### src/rtl/hps_pkg.sv
package hps_pkg;
  localparam logic [1:0] SEL_CTRL     = 2'b00;
  localparam logic [1:0] SEL_DATA_INC = 2'b01;
  localparam logic [1:0] SEL_ADDR     = 2'b10;
  localparam logic [1:0] SEL_DATA_FIX = 2'b11;

  typedef enum logic [1:0] {
    ST_IDLE,
    ST_RD_REQ,
    ST_RD_WAIT,
    ST_WR_REQ
  } hpsState_t;

  typedef struct packed {
    logic latchSel;
    logic hostWrite;
    logic incAddr;
    logic loadRdData;
  } hpsStrobes_t;
endpackage

### src/rtl/hpsSync.sv
module hpsSync #(
  parameter int WIDTH = 8,
  parameter int STAGES = 2,
  parameter logic [WIDTH-1:0] RESET_VALUE = '1
) (
  input  logic             clk,
  input  logic             rstN,
  input  logic [WIDTH-1:0] din,
  output logic [WIDTH-1:0] dout
);
  logic [WIDTH-1:0] pipe [STAGES];

  always_ff @(posedge clk or negedge rstN) begin
    if (!rstN) begin
      for (int i = 0; i < STAGES; i++) pipe[i] <= RESET_VALUE;
    end else begin
      pipe[0] <= din;
      for (int i = 1; i < STAGES; i++) pipe[i] <= pipe[i-1];
    end
  end

  assign dout = pipe[STAGES-1];
endmodule

### src/rtl/hpsControl.sv
module hpsControl
  import hps_pkg::*;
(
  input  logic        clk,
  input  logic        rstN,
  input  logic        csSyncN,
  input  logic        ds1SyncN,
  input  logic        ds2SyncN,
  input  logic [1:0]  curCntl,
  input  logic        curRnw,
  input  logic        curHalf,
  input  logic [1:0]  selCntl,
  input  logic        selRnw,
  input  logic        selHalf,
  input  logic        memReqReady,
  input  logic        memRspValid,
  output hpsStrobes_t strobes,
  output logic        hostRdy,
  output logic        hostDataOe,
  output logic        memReqValid,
  output logic        memReqWrite
);
  hpsState_t state, stateNext;
  logic strobeN, strobeDly, strobeFall, strobeRise;
  logic accessActive, activeNext;
  logic prefetchValid, prefetchNext;
  logic fetchNeeded;

  assign strobeN    = ~(ds1SyncN ^ ds2SyncN) | csSyncN;
  assign strobeFall = strobeDly & ~strobeN;
  assign strobeRise = ~strobeDly & strobeN;
  assign fetchNeeded = curCntl[0] && curRnw && !curHalf &&
                       !(curCntl == SEL_DATA_INC && prefetchValid);

  always_comb begin
    stateNext    = state;
    activeNext   = accessActive;
    prefetchNext = prefetchValid;
    strobes      = '0;
    case (state)
      ST_RD_REQ:  if (memReqReady) stateNext = ST_RD_WAIT;
      ST_RD_WAIT: if (memRspValid) begin
        strobes.loadRdData = 1'b1;
        prefetchNext       = 1'b1;
        stateNext          = ST_IDLE;
      end
      ST_WR_REQ:  if (memReqReady) begin
        stateNext = ST_IDLE;
        if (selCntl == SEL_DATA_INC) strobes.incAddr = 1'b1;
      end
      default: ;
    endcase
    if (strobeFall) begin
      strobes.latchSel = 1'b1;
      activeNext       = 1'b1;
      if (fetchNeeded) stateNext = ST_RD_REQ;
    end
    if (strobeRise && accessActive) begin
      activeNext = 1'b0;
      if (!selRnw) begin
        strobes.hostWrite = 1'b1;
        if (selCntl == SEL_ADDR || selCntl[0]) prefetchNext = 1'b0;
        if (selCntl[0] && selHalf) stateNext = ST_WR_REQ;
      end else if (selCntl == SEL_DATA_INC && selHalf) begin
        strobes.incAddr = 1'b1;
        prefetchNext    = 1'b0;
        stateNext       = ST_RD_REQ;
      end
    end
  end

  always_ff @(posedge clk or negedge rstN) begin
    if (!rstN) begin
      state         <= ST_IDLE;
      strobeDly     <= 1'b1;
      accessActive  <= 1'b0;
      prefetchValid <= 1'b0;
    end else begin
      state         <= stateNext;
      strobeDly     <= strobeN;
      accessActive  <= activeNext;
      prefetchValid <= prefetchNext;
    end
  end

  assign memReqValid = (state == ST_RD_REQ) || (state == ST_WR_REQ);
  assign memReqWrite = (state == ST_WR_REQ);
  assign hostRdy     = ~csSyncN & (state != ST_IDLE);
  assign hostDataOe  = accessActive & selRnw & ~strobeN;
endmodule

### src/rtl/hpsDatapath.sv
module hpsDatapath
  import hps_pkg::*;
#(
  parameter int DATA_W = 32,
  localparam int HALF_W = DATA_W / 2
) (
  input  logic              clk,
  input  logic              rstN,
  input  hpsStrobes_t       strobes,
  input  logic [1:0]        curCntl,
  input  logic              curRnw,
  input  logic              curHalf,
  input  logic [HALF_W-1:0] curData,
  input  logic [DATA_W-1:0] memRspData,
  output logic [1:0]        selCntl,
  output logic              selRnw,
  output logic              selHalf,
  output logic [HALF_W-1:0] hostDataOut,
  output logic [DATA_W-1:0] memReqAddr,
  output logic [DATA_W-1:0] memReqWdata
);
  localparam logic [DATA_W-1:0] ADDR_STEP = (DATA_W)'(DATA_W / 8);

  logic              hwOrder;
  logic [DATA_W-1:0] addrReg;
  logic [DATA_W-1:0] dataReg;
  logic              upperSel;

  assign upperSel = selHalf ^ hwOrder;

  always_ff @(posedge clk or negedge rstN) begin
    if (!rstN) begin
      selCntl <= SEL_CTRL;
      selRnw  <= 1'b0;
      selHalf <= 1'b0;
      hwOrder <= 1'b0;
      addrReg <= '0;
      dataReg <= '0;
    end else begin
      if (strobes.latchSel) begin
        selCntl <= curCntl;
        selRnw  <= curRnw;
        selHalf <= curHalf;
      end
      if (strobes.hostWrite) begin
        case (selCntl)
          SEL_CTRL: hwOrder <= curData[0];
          SEL_ADDR: begin
            if (upperSel) addrReg[DATA_W-1:HALF_W] <= curData;
            else          addrReg[HALF_W-1:0]      <= curData;
          end
          default: begin
            if (upperSel) dataReg[DATA_W-1:HALF_W] <= curData;
            else          dataReg[HALF_W-1:0]      <= curData;
          end
        endcase
      end
      if (strobes.incAddr)    addrReg <= addrReg + ADDR_STEP;
      if (strobes.loadRdData) dataReg <= memRspData;
    end
  end

  always_comb begin
    case (selCntl)
      SEL_CTRL: hostDataOut = {{(HALF_W-1){1'b0}}, hwOrder};
      SEL_ADDR: hostDataOut = upperSel ? addrReg[DATA_W-1:HALF_W] : addrReg[HALF_W-1:0];
      default:  hostDataOut = upperSel ? dataReg[DATA_W-1:HALF_W] : dataReg[HALF_W-1:0];
    endcase
  end

  assign memReqAddr  = addrReg;
  assign memReqWdata = dataReg;
endmodule

### src/rtl/hostPortSlave.sv
module hostPortSlave
  import hps_pkg::*;
#(
  parameter int DATA_W = 32,
  parameter int SYNC_STAGES = 2,
  localparam int HALF_W = DATA_W / 2
) (
  input  logic              clk,
  input  logic              rstN,
  input  logic              hostCsN,
  input  logic              hostDs1N,
  input  logic              hostDs2N,
  input  logic [1:0]        hostCntl,
  input  logic              hostRnW,
  input  logic              hostHalf,
  input  logic [HALF_W-1:0] hostDataIn,
  output logic [HALF_W-1:0] hostDataOut,
  output logic              hostDataOe,
  output logic              hostRdy,
  output logic              memReqValid,
  input  logic              memReqReady,
  output logic              memReqWrite,
  output logic [DATA_W-1:0] memReqAddr,
  output logic [DATA_W-1:0] memReqWdata,
  input  logic              memRspValid,
  input  logic [DATA_W-1:0] memRspData
);
  localparam int BUS_W = HALF_W + 7;

  logic [BUS_W-1:0]  syncIn, syncOut;
  logic              csSyncN, ds1SyncN, ds2SyncN, curRnw, curHalf;
  logic [1:0]        curCntl;
  logic [HALF_W-1:0] curData;
  logic [1:0]        selCntl;
  logic              selRnw, selHalf;
  hpsStrobes_t       strobes;

  assign syncIn = {hostCsN, hostDs1N, hostDs2N, hostRnW, hostHalf, hostCntl, hostDataIn};

  hpsSync #(.WIDTH(BUS_W), .STAGES(SYNC_STAGES), .RESET_VALUE('1)) u_sync (
    .clk(clk), .rstN(rstN), .din(syncIn), .dout(syncOut)
  );

  assign {csSyncN, ds1SyncN, ds2SyncN, curRnw, curHalf, curCntl, curData} = syncOut;

  hpsControl u_ctrl (
    .clk(clk), .rstN(rstN),
    .csSyncN(csSyncN), .ds1SyncN(ds1SyncN), .ds2SyncN(ds2SyncN),
    .curCntl(curCntl), .curRnw(curRnw), .curHalf(curHalf),
    .selCntl(selCntl), .selRnw(selRnw), .selHalf(selHalf),
    .memReqReady(memReqReady), .memRspValid(memRspValid),
    .strobes(strobes), .hostRdy(hostRdy), .hostDataOe(hostDataOe),
    .memReqValid(memReqValid), .memReqWrite(memReqWrite)
  );

  hpsDatapath #(.DATA_W(DATA_W)) u_dp (
    .clk(clk), .rstN(rstN), .strobes(strobes),
    .curCntl(curCntl), .curRnw(curRnw), .curHalf(curHalf), .curData(curData),
    .memRspData(memRspData),
    .selCntl(selCntl), .selRnw(selRnw), .selHalf(selHalf),
    .hostDataOut(hostDataOut), .memReqAddr(memReqAddr), .memReqWdata(memReqWdata)
  );
endmodule

### config.mk
export PLATFORM = sky130hd
export DESIGN_NAME = hostPortSlave
export DESIGN_NICKNAME = d
export VERILOG_FILES = /design/src/rtl/hps_pkg.sv /design/src/rtl/hpsSync.sv /design/src/rtl/hpsControl.sv /design/src/rtl/hpsDatapath.sv /design/src/rtl/hostPortSlave.sv
export SDC_FILE = /design/constraint.sdc
export NUM_CORES = 1
export LEC_CHECK = 0
export ABC_AREA = 1
export BUFFER_PORTS_ARGS = -buffer_cell sky130_fd_sc_hd__buf_2
export CORE_ASPECT_RATIO = 2
export CORE_MARGIN = 4
export CORE_UTILIZATION = 45
export CTS_CLUSTER_DIAMETER = 100
export DETAILED_ROUTE_END_ITERATION = 7
export PLACE_DENSITY = 0.75
export SYNTH_ARGS = -nofsm -noshare
export SYNTH_HDL_FRONTEND = slang
export SYNTH_SLANG_ARGS = --single-unit
### constraint.sdc
create_clock -name clk -period 4.4 [get_ports clk]
set_input_delay 0.44 -clock clk [delete_from_list [all_inputs] [get_ports clk]]
set_output_delay 0.44 -clock clk [all_outputs]
set_load 0.05 [all_outputs]
==> results of run 1 <==
==> cells in the final DEF (no fill, tap or decap), types with 5 or more instances in the layout <==
| cell type | n |
|---|---|
| nand2_1 | 274 |
| inv_1 | 50 |
| nand3_2 | 5 |
| xor2_1 | 10 |
| a22oi_1 | 15 |
| nand3b_1 | 12 |
| nor2_4 | 5 |
| nand3_1 | 108 |
| xnor2_1 | 5 |
| clkbuf_16 | 17 |
| nor2_1 | 69 |
| o21ai_0 | 39 |
| buf_2 | 141 |
| dfrtp_1 | 73 |
| dfstp_2 | 47 |
==> Yosys cell counts (all sizes together) <==
master    n  area share
clkbuf    8      0.0051
o211ai    2      0.0025
or2       1      0.0014
inv      54       0.034
buf      20       0.022
nor3      4      0.0070
dfstp    47        0.20
mux2      1      0.0018
a22oi    15       0.018
dfrtp    73        0.30
nand4     4      0.0066
o221ai    1      0.0014
a211oi    1      0.0012
nor2     77       0.055
a21oi     4      0.0033
a21boi    1      0.0012
nand2   275        0.17
nand3b   12       0.015
xnor2     5      0.0072
xor2     10       0.014
o21ai    39       0.032
ha        1      0.0020
nand3   113       0.097
==> cell families after synthesis <==
logic type,share of synthesized area
xor+xnor,0.0215
fa+ha+maj,0.00205
simple gates,0.353
mux,0.00184
flops,0.501
buf+inv,0.0604
compound gates,0.0600
==> path summary, 6_finish.rpt <==
check	slack [ps]	startpoint	endpoint
max reg2reg	1910	u_sync.dout[21]$_DFF_PN1_	u_dp.memReqAddr[22]$_DFFE_PN0P_
min	90	rstN	u_dp.memReqAddr[28]$_DFFE_PN0P_
max in group asynchronous	3350	rstN	u_sync.dout[18]$_DFF_PN1_
max	1390	u_dp.selHalf$_DFFE_PN0N_	hostDataOut[6]
min in group clk	120	hostDataIn[2]	u_sync.pipe[25]$_DFF_PN1_
min reg2reg	350	u_sync.pipe[41]$_DFF_PN1_	u_sync.dout[18]$_DFF_PN1_
==> registers in the layout (all words and copies together), names as in the netlist <==
signal and count:
u_dp.memReqAddr 32, u_dp.memReqWdata 32, u_sync.dout 23, u_sync.pipe 23, u_ctrl.state 2, u_dp.selCntl 2
u_ctrl.accessActive 1, u_ctrl.prefetchValid 1, u_ctrl.strobeDly 1, u_dp.hwOrder 1, u_dp.selHalf 1, u_dp.selRnw 1
==> through the flow <==
| stage | utilization | instance area, um2 | setup WS [ps] |
|---|---|---|---|
| 5_1_grt | 0.556 | 7430 | 1240 |
| 6_report | 0.556 | 7430 | 1390 |
| 4_1_cts | 0.556 | 7430 | 1400 |
| 2_1_floorplan | - | 6110 | 1760 |
| 3_3_place_gp | 0.514 | 6870 | 1850 |
| 3_5_place_dp | 0.514 | 6870 | 1840 |
==> power by group through the flow <==
stage	combinational, mW	clock, mW	sequential, mW
2_1_floorplan	0.967	0	2.56
3_3_place_gp	2.35	0	1.84
3_5_place_dp	2.38	0	1.83
4_1_cts	2.39	1.34	1.82
5_1_grt	2.53	1.40	1.87
6_report	2.38	1.33	1.84
==> layout make-up <==
cell class | instances | share of cell area
clock buffers | 19 | 0.0596
flip-flops and latches | 120 | 0.412
repair buffers | 145 | 0.0990
inverters | 54 | 0.0276
well taps | 155 | 0.0261
clock inverters | 13 | 0.0158
multi-input cells | 566 | 0.360
==> layer usage <==
layer  track usage  wire length (um)
met1         0.280              6840
met2         0.452             10300
met3        0.0540              1290
met4         0.157              1100
met5             0                 0
==> qor.yml, run 1 <==
drv_cap: 0
intPower_mw: 2.74
ys_ff_latch: 120
grt_usage: 0.257
initial_utilization: 0.457
crit_arrival_ps: 2570
cts_resized: 0
period_share: 0.685
die_width_um: 90.4
p_sw_frac: 0.505
power_leakage_nw: 3.67
grt_max_degree: 62
port_buffers: 142
cts_buffers: 17
post_cts_buffers: 0
avgViaCountPerCell: 5.57
relSlewSlack: 0.349
nNetsFinal: 964
netlist_area_um2: 6110
cp_max_fo: 20
core_area_um2: 13400
final-seq-area_um2: 3060
cts.clk_slew.worst_paths_ps: 60
slew_violations: 0
path_buf_inv: 3
crit_cells: 8
grt_pass1_wl_um: 31700
finalSetupViolations: 0
synth_cells: 768
dpl.hpwl_um: 14500
routed_wl_um: 19600
worst_pin_slew_ps: 976
drive_above_1_share: 0.268
cp_slowest_stage_delay_ps: 430
start_kind: "flop"
cts-root-buf: "clkbuf_16"
rsz0062_at_grt: "false"
synth.yosys.seq_area_share: 0.501
fin_crit_ps: 3010
grt.overflow.total: 0
synth.net_count: 828
cts.sinks: 120
critical_path_required_ps: 3960
crit_slowest_cell: "inv_1"
endpoint_kind: "output port"
wl_per_cell_um: 18.2
crit_chain: "nand2_1, nand2_8, inv_4, nand2_1, inv_1, a22oi_1, o21ai_0, buf_2"
via_count: 5967
power_mw: 5.55
ff2ff_path_depth: 11
fin_skew_ps: 8.13
synthDistinctLibCells: 34
syn_avg_cell_area_um2: 7.95
holdWs_ps: 90.5
drcViolationCount: 0
clock_latency_ps: 420
pwr-share-comb: 0.429
cts_tree: "built"
worst_ir_drop_vdd_mv: 0.603
cts_hold_buf: 0
fillers: 1287
path_delay_family: "buffers and inverters"
tns_ps: 0
grt_pass1_vias: 6092
power_frac_clock: 0.239
crit_type: "flop to output port"
status: "finished clean"
drtAntennaViolNets: 0
syn_to_final_growth_pct: 21.7
multi_input_comb_area_um2: 2680
powerDensity_nw_per_um2: 746
max_freq_mhz: 332
detail_route.first_pass.iterations: 5
fin_cells: 1072
design.portCount: 143
synth_warnings: 0
gp_congestion: 1.04
first_iter_violations: 465
hold_viol: 0
worst_hold_path_type: "primary input to asynchronous set/reset pin"
clk_path_buf_depth: 2
n_antenna_cell: 0
place_inst: 1040
seq_power_share: 0.331
die_h_um: 173
switchingPower_mw: 2.80
fp-row-count: 60
die_area_um2: 15600
antenna_found_initial: 0
htree_levels: 4
crit_top_cell: "nand2_1"
(Power assumes the default switching activity.)
==> run 2, diff against run 1 <==
ABC_AREA = 0   (was 1)
PLACE_DENSITY = 0.78   (was 0.75)
clock period = 2.7 ns   (was 4.4 ns; I/O delays follow)
==> qor.yml, run 2 <==
r2r_slack_ps: 370  # -1540 ps
endpoint: "hostDataOut[11]"
avgViaCountPerCell: 5.71  # +2.7%
die_width_um: 88.6  # -2.0%
critical_path_required_ps: 2430  # -1530 ps
path_buf_inv: 2  # -1
grt_pass1_wl_um: 27800  # -12%
gp_congestion: 0.938  # -9.8%
initial_utilization: 0.463  # +0.00612
die_area_um2: 15000  # -4.0%
setup_slack_ps: 258  # -1130 ps
async_reset_ff_frac: 1.00  # unchanged
slew_violations: 0  # unchanged
synth_warnings: 0  # unchanged
synth_flop_cell: "dfrtp_1"
netlist_area_um2: 5850  # -4.2%
cts.clk_slew.worst_paths_ps: 60  # about the same
nNetsFinal: 870  # -9.8%
synth_top_area_frac: 0.312  # +0.0132
hold_viol: 0  # unchanged
crit_cells: 7  # -1
cts.sinks: 120  # unchanged
final_core_util: 0.599  # +0.0425
endpoint_kind: "output port"
final_common_cell: "nand2_1"
ys_ff_latch: 120  # unchanged
dpl_cell_area_um2: 6720  # -2.3%
holdWs_ps: 124  # +33.2 ps
path_delay_family: "buffers and inverters"
grt_pass1_vias: 5482  # -10%
grt_max_degree: 68  # +9.7%
synth_edf_count: 0  # unchanged
ff2ff_path_depth: 5  # -6
start_kind: "flop"
powerDensity_nw_per_um2: 1310  # +75%
cts_buffers: 17  # unchanged
cp_max_fo: 18  # -10%
wl_per_cell_um: 17.8  # -2.2%
htree_levels: 4  # unchanged
switchingPower_mw: 4.97  # +77%
rsz0062_at_grt: "false"
syn_to_final_growth_pct: 29.3
layout_common_cells: "nand2_1, buf_2, dfrtp_1, nor2_1, dfstp_2"
clk_path_buf_depth: 2  # unchanged
power_mw: 9.90  # +78%
finalSetupViolations: 0  # unchanged
antenna_found_initial: 0  # unchanged
worst_pin_slew_ps: 1140  # +166 ps
synth.net_count: 706  # -15%
syn_avg_cell_area_um2: 9.05  # +14%
crit_chain: "xnor2_2, buf_4, nand2_1, nand2_1, nand2_1, o21ai_0, buf_2"
relSlewSlack: 0.236  # -0.113
pwr-share-comb: 0.472  # +0.043
n_antenna_cell: 0  # unchanged
drv_cap: 0  # unchanged
synth.yosys.seq_area_share: 0.524  # +0.0222
crit_type: "flop to output port"
detail_route.first_pass.iterations: 5  # unchanged
crit_top_cell: "nand2_1"
cp_slowest_stage_delay_ps: 520  # +90 ps
crit_arrival_ps: 2170  # -400 ps
worst_hold_path_type: "primary input to flop"
grt_usage: 0.239  # -0.0187
place_inst: 917  # -12%
drive_above_1_share: 0.313  # +0.0452
tns_ps: 0  # unchanged
drtAntennaViolNets: 0  # unchanged
r2r-start: "u_sync.dout[20]$_DFF_PN1_"
synth_most_common_cell: "nand2_1"
p_sw_frac: 0.503  # -0.00276
synth.top_cells.by_area: "dfrtp_1, dfstp_2, nand2_1, nor2_1, a31oi_1"
die_h_um: 169  # -2.0%
cts-root-buf: "clkbuf_16"
port_buffers: 142  # unchanged
fp-row-count: 58  # -3.3%
period_share: 0.905
crit_slowest_cell: "dfrtp_1"
synthDistinctLibCells: 67  # +97%
power_frac_clock: 0.228  # -0.011
synth_cells: 646  # -16%
max_freq_mhz: 409
r2r-end: "u_dp.memReqWdata[22]$_DFFE_PN0P_"
power_leakage_nw: 3.53  # -3.9%
routed_wl_um: 17400  # -11%
clock_latency_ps: 410  # about the same
place_ws_ps: 413  # -1430 ps
fin_crit_ps: 2440
fin_skew_ps: 5.69  # -2.44 ps
seq_power_share: 0.300  # -0.031
design.portCount: 143  # unchanged
status: "finished clean"
first_iter_violations: 607  # +31%
intPower_mw: 4.92  # +79%
cts_tree: "built"
drcViolationCount: 0  # unchanged
dpl.hpwl_um: 12500  # -14%
via_count: 5560  # -6.8%
design_area_um2: 7560  # +1.7%
core_area_um2: 12600  # -5.5%
worst_ir_drop_vdd_mv: 0.901  # +49%
ys_top_cells_by_count: "nand2_1, dfrtp_1, nor2_1"
crit_start: "u_dp.selHalf$_DFFE_PN0N_"
grt.overflow.total: 0  # unchanged
fin_cells: 973  # -9.2%
synth_top_area_cell: "dfrtp_1"
## run 2: cell types whose count changed after synthesis, moves of 10 or more
cell	delta
nand2_1	-110
nand3_1	-86
a31oi_1	+33
inv_1	-32
a21oi_1	+25
o21ai_0	-12
a22oi_1	-11
clkbuf_1	+10
xor2_1	-10
## run 2: per-layer routing
layer  track usage  up-vias  share of wire
met1         0.285     2620           0.37
met4         0.124        0          0.042
met3        0.0466       60          0.081
li1              -     2594              -
met2         0.398      286           0.51
met5             0        -              0
## run 2: worst min path at each step
stage,start,end,cells after the start
CTS,memRspData[20],u_dp.memReqWdata[20]$_DFFE_PN0P_,3
finish,memRspData[25],u_dp.memReqWdata[25]$_DFFE_PN0P_,3
detailed placement,rstN,u_dp.memReqAddr[14]$_DFFE_PN0P_,1
floorplan,rstN,u_ctrl.accessActive$_DFFE_PN0P_,0
global placement,rstN,u_dp.memReqAddr[10]$_DFFE_PN0P_,1
global route,memRspData[20],u_dp.memReqWdata[20]$_DFFE_PN0P_,3
## run 2: layout make-up
cell class / instances / area [um2]
clock buffer: 20 / 489
clock inverter: 12 / 115
fill: 1094 / 5070
inverter: 18 / 67.6
multi-input combinational: 469 / 2530
sequential: 120 / 3060
tap: 150 / 188
timing repair buffer: 184 / 1110
## run 2: power by group through the flow
stage | clock network, mW | registers (mW) | logic, mW
finish | 2.25 | 2.97 | 4.68
global route | 2.37 | 3.04 | 5.02
CTS | 2.28 | 2.95 | 4.69
detailed placement | 0 | 2.97 | 4.64
global placement | 0 | 2.96 | 4.60
floorplan | 0 | 4.24 | 2.11
## run 2: what timing repair did
item                       CTS  global route
hold endpoints to repair    33             0
buffers inserted             0             0
gates resized for setup      0             0
hold buffers                24             0
setup endpoints to repair    0             0
## run 2: cell families after synthesis
group	synth area share
AO/OA/AOI/OAI	0.168
XOR/XNOR	0.0113
adder cells (fa/ha/maj)	0.00385
buffers and inverters	0.0445
flip-flops	0.524
multiplexers	0.0145
AND/OR/NAND/NOR	0.234
## run 2: worst min-delay path, delay by kind of cell
kind	cells	cell delay (ps)
compound gates	1	40
simple gates	1	90
buf+inv	1	100
